`src/rtl/twowire_pkg.sv`:
```
// Shared types for the two-wire write-only target receiver.
// Assumes byte-oriented transfers of RX_BYTE_W bits plus one acknowledge clock.
package twowire_pkg;
    localparam int RX_BYTE_W = 8;
    localparam int RX_CNT_W  = $clog2(RX_BYTE_W + 1);

    // Protocol phase of the receiver.
    typedef enum logic [2:0] {
        PH_IDLE,      // waiting for START
        PH_ADDR,      // shifting address + direction
        PH_ADDR_ACK,  // driving acknowledge for address
        PH_DATA,      // shifting a data byte
        PH_DATA_ACK,  // driving acknowledge for data
        PH_SKIP       // not addressed, waiting for START/STOP
    } rx_phase_t;
endpackage

```
`src/rtl/twowire_line_sampler.sv`:
```
// Synchronizes SCL and SDA into the system clock domain and decodes clock
// edges and bus conditions from the synchronized samples.
// Assumes the system clock is at least 16x the SCL rate, so every SCL phase
// spans several samples. Line index 0 is SCL and index 1 is SDA.
module twowire_line_sampler #(
    parameter int SYNC_STAGES = 2
) (
    input  logic clk,
    input  logic rst_n,
    input  logic scl_raw,
    input  logic sda_raw,
    output logic scl_now,
    output logic sda_now,
    output logic scl_rise,
    output logic scl_fall,
    output logic start_det,
    output logic stop_det
);
    localparam int N_LINES = 2;

    logic [N_LINES-1:0] line_raw;
    logic [N_LINES-1:0] line_now;
    logic [N_LINES-1:0] line_was;

    assign line_raw = {sda_raw, scl_raw};

    for (genvar g = 0; g < N_LINES; g++) begin : g_line
        logic [SYNC_STAGES-1:0] pipe;
        logic                   last;

        // Metastability pipeline plus one history flop; idle bus reads high.
        always_ff @(posedge clk) begin
            if (!rst_n) begin
                pipe <= '1;
                last <= 1'b1;
            end else begin
                pipe <= {pipe[SYNC_STAGES-2:0], line_raw[g]};
                last <= pipe[SYNC_STAGES-1];
            end
        end

        assign line_now[g] = pipe[SYNC_STAGES-1];
        assign line_was[g] = last;
    end

    // Edge and condition decode on synchronized samples.
    always_comb begin
        scl_now   = line_now[0];
        sda_now   = line_now[1];
        scl_rise  =  line_now[0] & ~line_was[0];
        scl_fall  = ~line_now[0] &  line_was[0];
        start_det =  line_now[0] &  line_was[0] &  line_was[1] & ~line_now[1];
        stop_det  =  line_now[0] &  line_was[0] & ~line_was[1] &  line_now[1];
    end
endmodule

```
`src/rtl/twowire_rx_engine.sv`:
```
// Byte engine of the write-only target: shifts bits on SCL rising edges,
// matches the address, drives acknowledges and reports received bytes.
// Assumes clean edge and condition strobes from twowire_line_sampler; the
// acknowledge is raised and dropped on SCL falling edges only.
module twowire_rx_engine
    import twowire_pkg::*;
#(
    parameter int              HI_W    = 5,
    parameter logic [HI_W-1:0] ADDR_HI = 5'b10101,
    parameter int              STRAP_W = 2
) (
    input  logic                 clk,
    input  logic                 rst_n,
    input  logic [STRAP_W-1:0]   strap_addr,
    input  logic                 sda_now,
    input  logic                 scl_rise,
    input  logic                 scl_fall,
    input  logic                 start_det,
    input  logic                 stop_det,
    output logic                 pull_low,
    output logic [RX_BYTE_W-1:0] rx_byte,
    output logic                 rx_valid,
    output logic                 stop_seen
);
    localparam int ADDR_W = HI_W + STRAP_W;
    localparam logic [RX_CNT_W-1:0] FULL = RX_CNT_W'(RX_BYTE_W);

    rx_phase_t            phase;
    logic [RX_BYTE_W-1:0] shreg;
    logic [RX_CNT_W-1:0]  bit_cnt;
    logic                 selected;
    logic                 addr_hit;

    // Address match: fixed high part, strapped low part, direction must be write.
    always_comb begin
        addr_hit = (shreg[RX_BYTE_W-1 -: ADDR_W] == {ADDR_HI, strap_addr})
                   && !shreg[0];
    end

    // Protocol sequencer; bus conditions override any byte in progress.
    always_ff @(posedge clk) begin
        if (!rst_n) begin
            phase     <= PH_IDLE;
            shreg     <= '0;
            bit_cnt   <= '0;
            selected  <= 1'b0;
            pull_low  <= 1'b0;
            rx_byte   <= '0;
            rx_valid  <= 1'b0;
            stop_seen <= 1'b0;
        end else begin
            rx_valid  <= 1'b0;
            stop_seen <= 1'b0;
            if (stop_det) begin
                phase     <= PH_IDLE;
                pull_low  <= 1'b0;
                stop_seen <= selected;
                selected  <= 1'b0;
                bit_cnt   <= '0;
            end else if (start_det) begin
                phase    <= PH_ADDR;
                pull_low <= 1'b0;
                bit_cnt  <= '0;
            end else begin
                unique case (phase)
                    PH_ADDR, PH_DATA: begin
                        if (scl_rise && bit_cnt != FULL) begin
                            shreg   <= {shreg[RX_BYTE_W-2:0], sda_now};
                            bit_cnt <= bit_cnt + 1'b1;
                        end else if (scl_fall && bit_cnt == FULL) begin
                            if (phase == PH_DATA) begin
                                pull_low <= 1'b1;
                                phase    <= PH_DATA_ACK;
                            end else if (addr_hit) begin
                                pull_low <= 1'b1;
                                selected <= 1'b1;
                                phase    <= PH_ADDR_ACK;
                            end else begin
                                selected <= 1'b0;
                                phase    <= PH_SKIP;
                            end
                        end
                    end
                    PH_ADDR_ACK, PH_DATA_ACK: begin
                        if (scl_fall) begin
                            pull_low <= 1'b0;
                            bit_cnt  <= '0;
                            phase    <= PH_DATA;
                            if (phase == PH_DATA_ACK) begin
                                rx_byte  <= shreg;
                                rx_valid <= 1'b1;
                            end
                        end
                    end
                    default: ; // PH_IDLE, PH_SKIP: wait for a bus condition
                endcase
            end
        end
    end
endmodule

```
`src/rtl/twowire_wr_target.sv`:
```
// Top of the write-only two-wire bus target receiver. Ties the line sampler
// to the byte engine. Assumes an open-drain pad outside: sda_pull_low = 1
// pulls SDA low, 0 releases it.
module twowire_wr_target #(
    parameter int         SYNC_STAGES = 2,
    parameter int         HI_W        = 5,
    parameter logic [4:0] ADDR_HI     = 5'b10101,
    parameter int         STRAP_W     = 2
) (
    input  logic               clk,
    input  logic               rst_n,
    input  logic [STRAP_W-1:0] strap_addr,
    input  logic               scl_in,
    input  logic               sda_in,
    output logic               sda_pull_low,
    output logic [7:0]         rx_byte,
    output logic               rx_valid,
    output logic               stop_seen
);
    logic scl_sync, sda_sync, scl_rise, scl_fall, start_det, stop_det;

    twowire_line_sampler #(.SYNC_STAGES(SYNC_STAGES)) u_sampler (
        .clk       (clk),
        .rst_n     (rst_n),
        .scl_raw   (scl_in),
        .sda_raw   (sda_in),
        .scl_now   (scl_sync),
        .sda_now   (sda_sync),
        .scl_rise  (scl_rise),
        .scl_fall  (scl_fall),
        .start_det (start_det),
        .stop_det  (stop_det)
    );

    twowire_rx_engine #(
        .HI_W    (HI_W),
        .ADDR_HI (ADDR_HI[HI_W-1:0]),
        .STRAP_W (STRAP_W)
    ) u_engine (
        .clk        (clk),
        .rst_n      (rst_n),
        .strap_addr (strap_addr),
        .sda_now    (sda_sync),
        .scl_rise   (scl_rise),
        .scl_fall   (scl_fall),
        .start_det  (start_det),
        .stop_det   (stop_det),
        .pull_low   (sda_pull_low),
        .rx_byte    (rx_byte),
        .rx_valid   (rx_valid),
        .stop_seen  (stop_seen)
    );
endmodule

```
`config.mk`:
```
export PLATFORM = sky130hd
export DESIGN_NAME = twowire_wr_target
export DESIGN_NICKNAME = d
export VERILOG_FILES = /design/src/rtl/twowire_pkg.sv /design/src/rtl/twowire_line_sampler.sv /design/src/rtl/twowire_rx_engine.sv /design/src/rtl/twowire_wr_target.sv
export SDC_FILE = /design/constraint.sdc
export NUM_CORES = 1
export LEC_CHECK = 0
export ABC_AREA = 1
export BUFFER_PORTS_ARGS = -buffer_cell sky130_fd_sc_hd__buf_4
export CAP_MARGIN = 20
export CORE_ASPECT_RATIO = 1.25
export CORE_MARGIN = 2
export CORE_UTILIZATION = 60
export CTS_BUF_LIST = sky130_fd_sc_hd__clkbuf_16
export CTS_CLUSTER_DIAMETER = 150
export DETAILED_ROUTE_END_ITERATION = 12
export PLACE_DENSITY = 0.81
export SLEW_MARGIN = 20
export SYNTH_ARGS = -nofsm -noshare
export SYNTH_HDL_FRONTEND = slang
export SYNTH_HIERARCHICAL = 1
export SYNTH_SLANG_ARGS = --single-unit
```
`constraint.sdc`:
```
create_clock -name clk -period 3.61 [get_ports clk]
set_clock_uncertainty 0.2 [all_clocks]
set_input_delay 0.5415 -clock clk [delete_from_list [all_inputs] [get_ports clk]]
set_output_delay 0.5415 -clock clk [all_outputs]
set_load 0.01 [all_outputs]
```
======== After elaboration in Yosys (flattened, before gate mapping) ========
Cells that the tools add are included.
word-level totals
  register bits after elaboration ......... 33
  output and inout bits ................... 11
  logic and storage cells ................. 84
operators by class
  add/sub/neg operators ................... 1
  eq/ne operators ......................... 15
  mux-type cells .......................... 18
  bitwise logic cells ..................... 18
  reduce and logical (&&, ||, !) cells .... 19
operator list
  operator               number
  $mux W3                5
  $reduce_and A5 Y1      3
  $reduce_and A4 Y1      3
  $not A1 Y1             11
  $mux W1                8
  $mux W4                2
  $pmux W4 S2            1
  $and A1 B1 Y1          7
  $eq A7 B7 Y1           1
  $eq A3 B2 Y1 const B   2
  $ne A2 B1 Y1 const B   3
  $ne A3 B2 Y1 const B   2
  $pmux W3 S2            1
  $reduce_or A2 Y1       3
  $reduce_or A5 Y1       1
  $add A4 B1 Y4 const B  1
  $eq A4 B4 Y1 const B   1
  $ne A4 B4 Y1 const B   1
  $eq A3 B1 Y1 const B   1
  $eq A3 B3 Y1 const B   1
  $logic_and A1 B1 Y1    3
  $ne A3 B1 Y1 const B   1
  $ne A3 B3 Y1 const B   1
  $reduce_and A3 Y1      1
  7 further kinds        7

======== Depth between registers and ports, before layout ========
Gate-level depths: netlist of the first run.
  word-level depth ........................ 8
  mapped depth ............................ 10

======== Hierarchy ========
Netlist of the first run, hierarchy kept.
by module, submodules not included
  module                instances  cells each  area each (µm²)  sequential area each (µm²)
  twowire_rx_engine     1          173         1310.0           540.5
  twowire_line_sampler  1          27          198.9            120.1

======== Worst setup path before layout of the first run ========
No wires, ideal clock.
  path kind ............................... register -> register
  start ................................... reg u_sampler.g_line[0].last
  end ..................................... reg u_engine.rx_byte[0]
  library setup time ...................... 0.115 ns
  data arrival time ....................... 1.323 ns
  required time ........................... 3.295 ns
  setup slack ............................. 1.971 ns
  cell stages (with the launch flop) ...... 9
  buffers on the path ..................... 1
  path through ............................ dfxtp_1 nand2_1 nor2_1 nor2_4 nand4_1 inv_2 buf_4 o21ai_0 inv_1
between the ends
  cells in the longest elaborated chain, start to end .. 5
  elaborated cells on any way between the ends .. 9
RTL lines
  item                         RTL line                    text
  start: declaration           twowire_line_sampler.sv:29  logic last;
  start signal: assignment     twowire_line_sampler.sv:38  last <= pipe[SYNC_STAGES-1];
  $and A1 B1 Y1 (3 in series)  twowire_line_sampler.sv:52  start_det = line_now[0] & line_was[0] & line_was[1] & ~line_now[1];
  via start_det                twowire_wr_target.sv:20     logic scl_sync, sda_sync, scl_rise, scl_fall, start_det, stop_det;
  $not A1 Y1 (no line)         --
  $reduce_and A5 Y1 (no line)  --
  end signal: assignment       twowire_rx_engine.sv:90     rx_byte <= shreg;
  end: declaration             twowire_rx_engine.sv:21     output logic [RX_BYTE_W-1:0] rx_byte,
The timed path passes the listed nets, and every way through them passes these cells.
A chain may end at the register's enable or synchronous reset.

======== Worst setup path after layout of the first run ========
  start ................................... reg u_sampler.g_line[1].pipe[1]
  end ..................................... reg u_engine.phase[0]
between the ends
  cells in the longest elaborated chain, start to end .. 4
  elaborated cells on any way between the ends .. 10
RTL lines
  item                                                  RTL line                    text
  start: declaration                                    twowire_line_sampler.sv:28  logic [SYNC_STAGES-1:0] pipe;
  start signal: assignment                              twowire_line_sampler.sv:37  pipe <= {pipe[SYNC_STAGES-2:0], line_raw[g]};
  $not A1 Y1 *                                          twowire_line_sampler.sv:52
  $and A1 B1 Y1 *                                       twowire_line_sampler.sv:52
  via start_det                                         twowire_wr_target.sv:20
  $ne A3 B2 Y1 (no line), or another cell as far along  --
  $reduce_and A4 Y1 (no line)                           --
  end signal: assignment                                twowire_rx_engine.sv:43     phase <= PH_IDLE;
  end signal: assignment                                twowire_rx_engine.sv:55     phase <= PH_IDLE;
  end signal: assignment                                twowire_rx_engine.sv:61     phase <= PH_ADDR;
  end: declaration                                      twowire_rx_engine.sv:28     rx_phase_t phase;
Mark *: on every way through the listed nets, which the timed path passes. The rest lies on a longest branch.

==> results of run 1 <==
-- power breakdown --
| part | switching (W) | internal [W] | total [W] |
|---|---|---|---|
| Combinational | 0.0000251 | 0.0000126 | 0.0000377 |
| Sequential | 0.00000260 | 0.000369 | 0.000371 |
| Clock | 0.000140 | 0.000320 | 0.000460 |
| Total | 0.000168 | 0.000701 | 0.000869 |
-- logic make-up after synthesis --
family                     synth area share (%)
DFF                                        43.8
buffers and inverters                      11.6
adders and majority gates                  1.66
and+or+nand+nor                            27.1
xor gates and xnor gates                  0.581
AOI/OAI and AO/OA                          15.3
-- metrics by stage --
stage	setup WS, ns	hold WS (ns)
after floorplan	1.97	0.180
after global placement	1.81	0.182
after detailed placement	1.78	0.189
after CTS	1.77	0.202
after global routing	1.58	0.215
final	1.77	0.203
-- cell usage after synthesis (all sizes together) --
cell	n	area share, %
nand2	41	11
inv	40	10
dfxtp	33	44
a21oi	25	8.8
nor2	18	6.6
o21ai	18	6.5
nand3	12	5.6
nand4	3	1.2
buf	2	1.2
ha	2	1.7
nor3	2	0.99
and3	1	0.41
clkinv	1	0.25
nor3b	1	0.83
xor2	1	0.58
-- final cells by class --
class	instances	area (sq um)	share of cell area [%]
multi-input cells	124	673	37.1
repair buffers	16	120	6.62
flip-flops and latches	33	661	36.4
inverters	41	156	8.62
clock inverters	3	37.5	2.07
clock buffers	5	125	6.90
well taps	33	41.3	2.28
-- sequential cells by signal, summed over array words and instances, names as in the netlist, 2 cells and up --
name / count
u_engine/bit_cnt: 4
u_sampler/g_line.pipe: 4
u_engine/shreg: 8
u_sampler/g_line.last: 2
u_engine/rx_byte: 8
u_engine/phase: 3
-- per-layer routing --
layer	track usage (%)	up-vias	part of all wire (%)	wire, um
met2	44.8	40	53	1620
met5	0	-	0	0
met3	7.00	14	4.2	129
li1	-	674	-	-
met4	18.0	0	4.3	132
met1	23.2	597	38	1170
-- cell usage in the layout (no fill, tap or decap), types with 2 or more instances in the layout --
cell	count
nand4_1	3
clkinv_1	2
nand3_4	2
o21ai_1	4
inv_1	34
o21ai_2	2
nand2_1	36
nor2_4	4
inv_2	6
ha_1	2
nand2_2	4
buf_4	16
a21oi_1	23
a21oi_2	2
nor2_1	13
clkbuf_16	5
dfxtp_1	33
o21ai_0	12
nand3_1	10
-- how the worst min path moves through the flow --
stage | from | end | cells past startpoint
after global placement | u_sampler/g_line[1].pipe[0]$_SDFF_PN1_ | u_sampler/g_line[1].pipe[1]$_SDFF_PN1_ | 2
after CTS | u_sampler/g_line[0].pipe[0]$_SDFF_PN1_ | u_sampler/g_line[0].pipe[1]$_SDFF_PN1_ | 2
after global routing | u_sampler/g_line[1].pipe[0]$_SDFF_PN1_ | u_sampler/g_line[1].pipe[1]$_SDFF_PN1_ | 2
final | u_sampler/g_line[0].pipe[0]$_SDFF_PN1_ | u_sampler/g_line[0].pipe[1]$_SDFF_PN1_ | 2
after detailed placement | u_sampler/g_line[0].pipe[0]$_SDFF_PN1_ | u_sampler/g_line[0].pipe[1]$_SDFF_PN1_ | 2
after floorplan | u_sampler/g_line[0].pipe[0]$_SDFF_PN1_ | u_sampler/g_line[0].pipe[1]$_SDFF_PN1_ | 2
-- critical path, delay by kind of cell, from the launching register on --
kind            cells  cell delay (ns)
buf+inv             2             0.29
compound gates      2             0.26
simple gates        5             0.71
flops               1             0.32
==> flow_metrics.py, run 1 <==
metrics = {
    "power": {
        "irDropWorstVdd_mv": 0.467,
        "power.density_mw_per_mm2": 479,
        "total_power_w": 0.000869,
        "p_leak_nw": 0.847,
    },
    "worst_hold_path": {
        "hold_class": "flip-flop to flip-flop",
    },
    "sta": {
        "tightest_slew_ns": 0.489,
        "clock.fmax_ghz": 0.543,
        "fin_crit_sh_pct": 51.1,
        "hold_viol": 0,
        "slew_violations": 0,
        "setup_viol": 0,
        "period_needed_ns": 1.84,
        "slew_headroom_pct": 67.3,
        "rsz0062_at_grt": "false",
        "final.setup.tns_ns": 0,
    },
    "critical_path": {
        "r2r_cells": 9,
        "crit_start": "u_sampler/g_line[1].pipe[1]$_SDFF_PN1_",
        "crit_end": "u_engine/phase[0]$_SDFFE_PP0P_",
        "r2r-end": "u_engine/phase[0]$_SDFFE_PP0P_",
        "worstReg2RegStart": "u_sampler/g_line[1].pipe[1]$_SDFF_PN1_",
        "crit_path_start_kind": "flip-flop",
        "path_max_fanout": 5,
        "path_cells": "inv_1 > nand2_1 > nor2_1 > inv_1 > nand4_1 > nand2_1 > a21oi_1 > nand2_1 > a21oi_1",
        "cpPeakStageDelay_ns": 0.38,
        "endpoint_kind": "flip-flop",
        "r2r_slack_ns": 1.77,
        "cpMostUsedCell": "nand2_1",
        "worstPathArrival_ns": 1.85,
        "crit_path_top_delay_cell": "nor2_1",
        "crit_type": "flip-flop to flip-flop",
        "cp.required_ns": 3.61,
    },
    "detailed_routing": {
        "wirelength_mm": 3.05,
        "dr_total_vias": 1325,
        "antenna_left": 0,
        "routedWlPerCell_um": 12.0,
        "via_per_inst": 5.20,
        "dr.pass1.iters": 4,
        "drc": 0,
        "dr.first_iter.drc_count": 23,
    },
    "place": {
        "io_buffer_count": 16,
        "post_dp_cell_area_sq_mm": 0.00165,
        "place.gp.congestion": 0.876,
        "placedCellCount": 247,
        "hpwl_mm": 2.25,
    },
    "job": {
        "maxCapViolCount": 0,
    },
    "yosys": {
        "netlist_area_sq_mm": 0.00151,
        "yosys_warnings": 6,
        "ys_ff_latch": 33,
        "synth_cell_types": 27,
        "syn_area_per_cell_sq_um": 7.54,
        "synthesis.nets": 208,
        "synth_cells": 200,
        "seq_area_frac_synth_pct": 43.8,
    },
    "clock_network": {
        "htreeDepth": 2,
        "clkTransAtPathRegs_ns": 0.05,
        "ctsResizeCount": 0,
        "cts_buffer_depth": 2,
        "cts.sinks": 33,
        "insertion_delay_ns": 0.27,
        "cts_hold_buf": 0,
        "cts_tree": "built",
        "cts_buffers": 5,
        "root_buffer": "clkbuf_16",
        "post_cts_buffers": 0,
    },
    "final_layout": {
        "n_antenna_cell": 0,
        "fin_nets": 229,
        "final_area_sq_mm": 0.00181,
        "area_growth_pct": 20.2,
        "finalNonFillerCells": 255,
        "drive_above_1_share_pct": 21.2,
        "n_fill_cell": 178,
        "fin_util_pct": 75.5,
    },
    "global_route": {
        "antenna_found_initial": 0,
        "grtUsageTotal_pct": 24.3,
        "grt_pass1_wl_mm": 5.31,
        "grt_pass1_vias": 1316,
        "grt_overflow": 0,
        "grt_max_degree": 16,
    },
    "die": {
        "start_util_pct": 62.8,
        "ioPinCount": 17,
        "rows": 20,
        "core_area_sq_mm": 0.00240,
        "dieWidth_um": 48.9,
        "die_y_um": 60.1,
        "dieArea_sq_mm": 0.00293,
    },
    "outcome": {
        "status": "finished clean",
    },
}
Power figures use the tool's default switching activity.
==> run 2: changes to the inputs <==
--- a/config.mk
+++ b/config.mk
@@ -10,11 +10,11 @@
 export CAP_MARGIN = 20
 export CORE_ASPECT_RATIO = 1.25
 export CORE_MARGIN = 2
-export CORE_UTILIZATION = 60
+export CORE_UTILIZATION = 56
 export CTS_BUF_LIST = sky130_fd_sc_hd__clkbuf_16
 export CTS_CLUSTER_DIAMETER = 150
 export DETAILED_ROUTE_END_ITERATION = 12
-export PLACE_DENSITY = 0.81
+export PLACE_DENSITY = 0.77
 export SLEW_MARGIN = 20
 export SYNTH_ARGS = -nofsm -noshare
 export SYNTH_HDL_FRONTEND = slang
==> constraint.sdc (replaced) <==
create_clock -name clk -period 1.8 [get_ports clk]
set_clock_uncertainty 0.2 [all_clocks]
set_input_delay 0.27 -clock clk [delete_from_list [all_inputs] [get_ports clk]]
set_output_delay 0.27 -clock clk [all_outputs]
set_load 0.01 [all_outputs]
==> run 2 against run 1 <==
Net effect:
- cell area is 1.8% higher
- count of clock-buffer cells in the layout stayed put
- first-iteration DRC count is 57% higher
- core utilization is 5.2 points lower
- sequential power is 100% higher
- hold slack worse by 0.069 ns
- sequential cell count stayed put
- global-route usage is 2.7 points lower
- cell count is 2.4% higher
- critical path type unchanged
==> flow_metrics.py, run 2 (synthesis gave the netlist of run 1 again) <==
metrics = {
    "job": {
        "maxCapViolCount": 0,
    },
    "die": {
        "die_y_um": 62.0,
        "dieWidth_um": 50.4,
        "ioPinCount": 17,
        "rows": 21,
        "dieArea_sq_mm": 0.00313,
        "start_util_pct": 57.4,
        "core_area_sq_mm": 0.00263,
    },
    "worst_hold_path": {
        "hold_path_depth": 3,
        "hp-start": "rst_n",
        "hold_class": "input port to flip-flop",
        "holdPathEnd": "u_engine/rx_byte[2]$_SDFFE_PN0P_",
    },
    "critical_path": {
        "worstPathArrival_ns": 1.61,
        "endpoint_kind": "flip-flop",
        "crit_type": "flip-flop to flip-flop",
        "r2r_cells": 8,
        "r2r-end": "u_engine/shreg[0]$_SDFFE_PN0P_",
        "crit_path_start_kind": "flip-flop",
        "worstReg2RegStart": "u_engine/bit_cnt[0]$_SDFFE_PP0P_",
        "r2r_slack_ns": 0.15,
        "cp.required_ns": 1.76,
        "path_max_fanout": 15,
    },
    "sta": {
        "clock.fmax_ghz": 0.606,
        "final.setup.tns_ns": 0,
        "slew_violations": 0,
        "slew_headroom_pct": 80.2,
        "rsz0062_at_grt": "true",
        "setup_viol": 0,
        "period_needed_ns": 1.65,
        "hold_viol": 0,
        "tightest_slew_ns": 0.296,
        "fin_crit_sh_pct": 91.7,
    },
    "detailed_routing": {
        "routedWlPerCell_um": 11.4,
        "dr.first_iter.drc_count": 36,
        "drc": 0,
        "dr.pass1.iters": 4,
        "antenna_left": 0,
        "dr_total_vias": 1305,
        "via_per_inst": 5.00,
        "wirelength_mm": 2.98,
    },
    "final_layout": {
        "n_fill_cell": 226,
        "top_regs": "u_engine/rx_byte: 8 flops, u_engine/shreg: 8 flops",
        "final_common_cell": "nand2_1",
        "final_area_sq_mm": 0.00185,
        "area_growth_pct": 22.4,
        "layout_common_cells": "nand2_1 (36), inv_1 (33), dfxtp_1 (33)",
        "fin_nets": 235,
        "drive_above_1_share_pct": 23.3,
        "n_antenna_cell": 0,
    },
    "global_route": {
        "antenna_found_initial": 0,
        "grtUsageTotal_pct": 21.6,
        "grt_pass1_vias": 1198,
        "grt_pass1_wl_mm": 4.91,
        "grt_overflow": 0,
        "grt_max_degree": 16,
    },
    "place": {
        "hpwl_mm": 2.18,
        "place.gp.congestion": 0.849,
        "post_dp_cell_area_sq_mm": 0.00168,
        "io_buffer_count": 16,
    },
    "clock_network": {
        "post_cts_buffers": 0,
        "htreeDepth": 2,
        "cts.sinks": 33,
        "cts_buffer_depth": 2,
        "root_buffer": "clkbuf_16",
        "cts_buffers": 5,
        "cts_tree": "built",
        "insertion_delay_ns": 0.27,
        "clkTransAtPathRegs_ns": 0.05,
    },
    "power": {
        "irDropWorstVdd_mv": 0.831,
        "p_leak_nw": 0.856,
        "power.density_mw_per_mm2": 871,
    },
    "outcome": {
        "status": "finished clean",
    },
}
==> run 2: final cells by class <==
class / instances / area (sq um) / share of cell area (%)
multi-input cells: 124 / 678 / 36.7
flip-flops and latches: 33 / 661 / 35.8
repair buffers: 22 / 170 / 9.21
inverters: 41 / 159 / 8.60
clock buffers: 5 / 125 / 6.78
well taps: 34 / 42.5 / 2.30
clock inverters: 2 / 11.3 / 0.610
==> run 2: report_power, final <==
part           switching, W  internal, W
combinational     0.0000522    0.0000326
sequential       0.00000483     0.000740
clock              0.000281     0.000498
total              0.000338      0.00127
==> run 2: through the flow <==
stage | cells | worst slack [ns] | utilization (%) | total power, W | hold slack, ns
floorplan | 200 | 0.161 | - | 0.000809 | 0.139
global placement | 252 | 0.122 | 64.0 | 0.000836 | 0.181
detailed placement | 252 | 0.106 | 64.0 | 0.000838 | 0.201
CTS | 261 | 0.0844 | 70.0 | 0.00163 | 0.139
global route | 261 | -0.0211 | 70.3 | 0.00167 | 0.146
finish | 261 | 0.150 | 70.3 | 0.00161 | 0.135
==> run 2: worst max-delay path by stage <==
stage / from / endpoint / cells past startpoint
floorplan: u_sampler/g_line[0].last$_SDFF_PN1_ / u_engine/rx_byte[0]$_SDFFE_PN0P_ / 8
global placement: u_sampler/g_line[0].last$_SDFF_PN1_ / u_engine/phase[0]$_SDFFE_PP0P_ / 9
CTS: u_sampler/g_line[1].pipe[1]$_SDFF_PN1_ / u_engine/phase[0]$_SDFFE_PP0P_ / 10
detailed placement: u_sampler/g_line[1].pipe[1]$_SDFF_PN1_ / u_engine/phase[0]$_SDFFE_PP0P_ / 10
finish: u_engine/bit_cnt[0]$_SDFFE_PP0P_ / u_engine/shreg[0]$_SDFFE_PN0P_ / 8
global route: u_sampler/g_line[0].last$_SDFF_PN1_ / u_engine/phase[0]$_SDFFE_PP0P_ / 9
==> run 2: timing repair <==
action / 4_1_cts / 5_1_grt
hold endpoints to repair: 2 / 0
hold buffers: 2 / 0
gates resized for setup: 0 / 5
endpoints found under the setup margin: 0 / 7
==> run 2: critical path: stages, from the launching register on <==
cell and delay (ns):
dfxtp_1 0.36, inv_1 0.07, ha_1 0.21, nand3_1 0.15, nand3_4 0.11, inv_4 0.09, nand2_4 0.11, o21ai_0 0.18
a21oi_1 0.05
==> run 2: metal layers <==
layer	part of all wire [%]	GRT usage (%)	up-vias
met4	1.7	12.4	0
met1	40	21.9	587
met2	54	39.1	30
met5	0	0	-
met3	4.3	7.66	9
li1	-	-	679
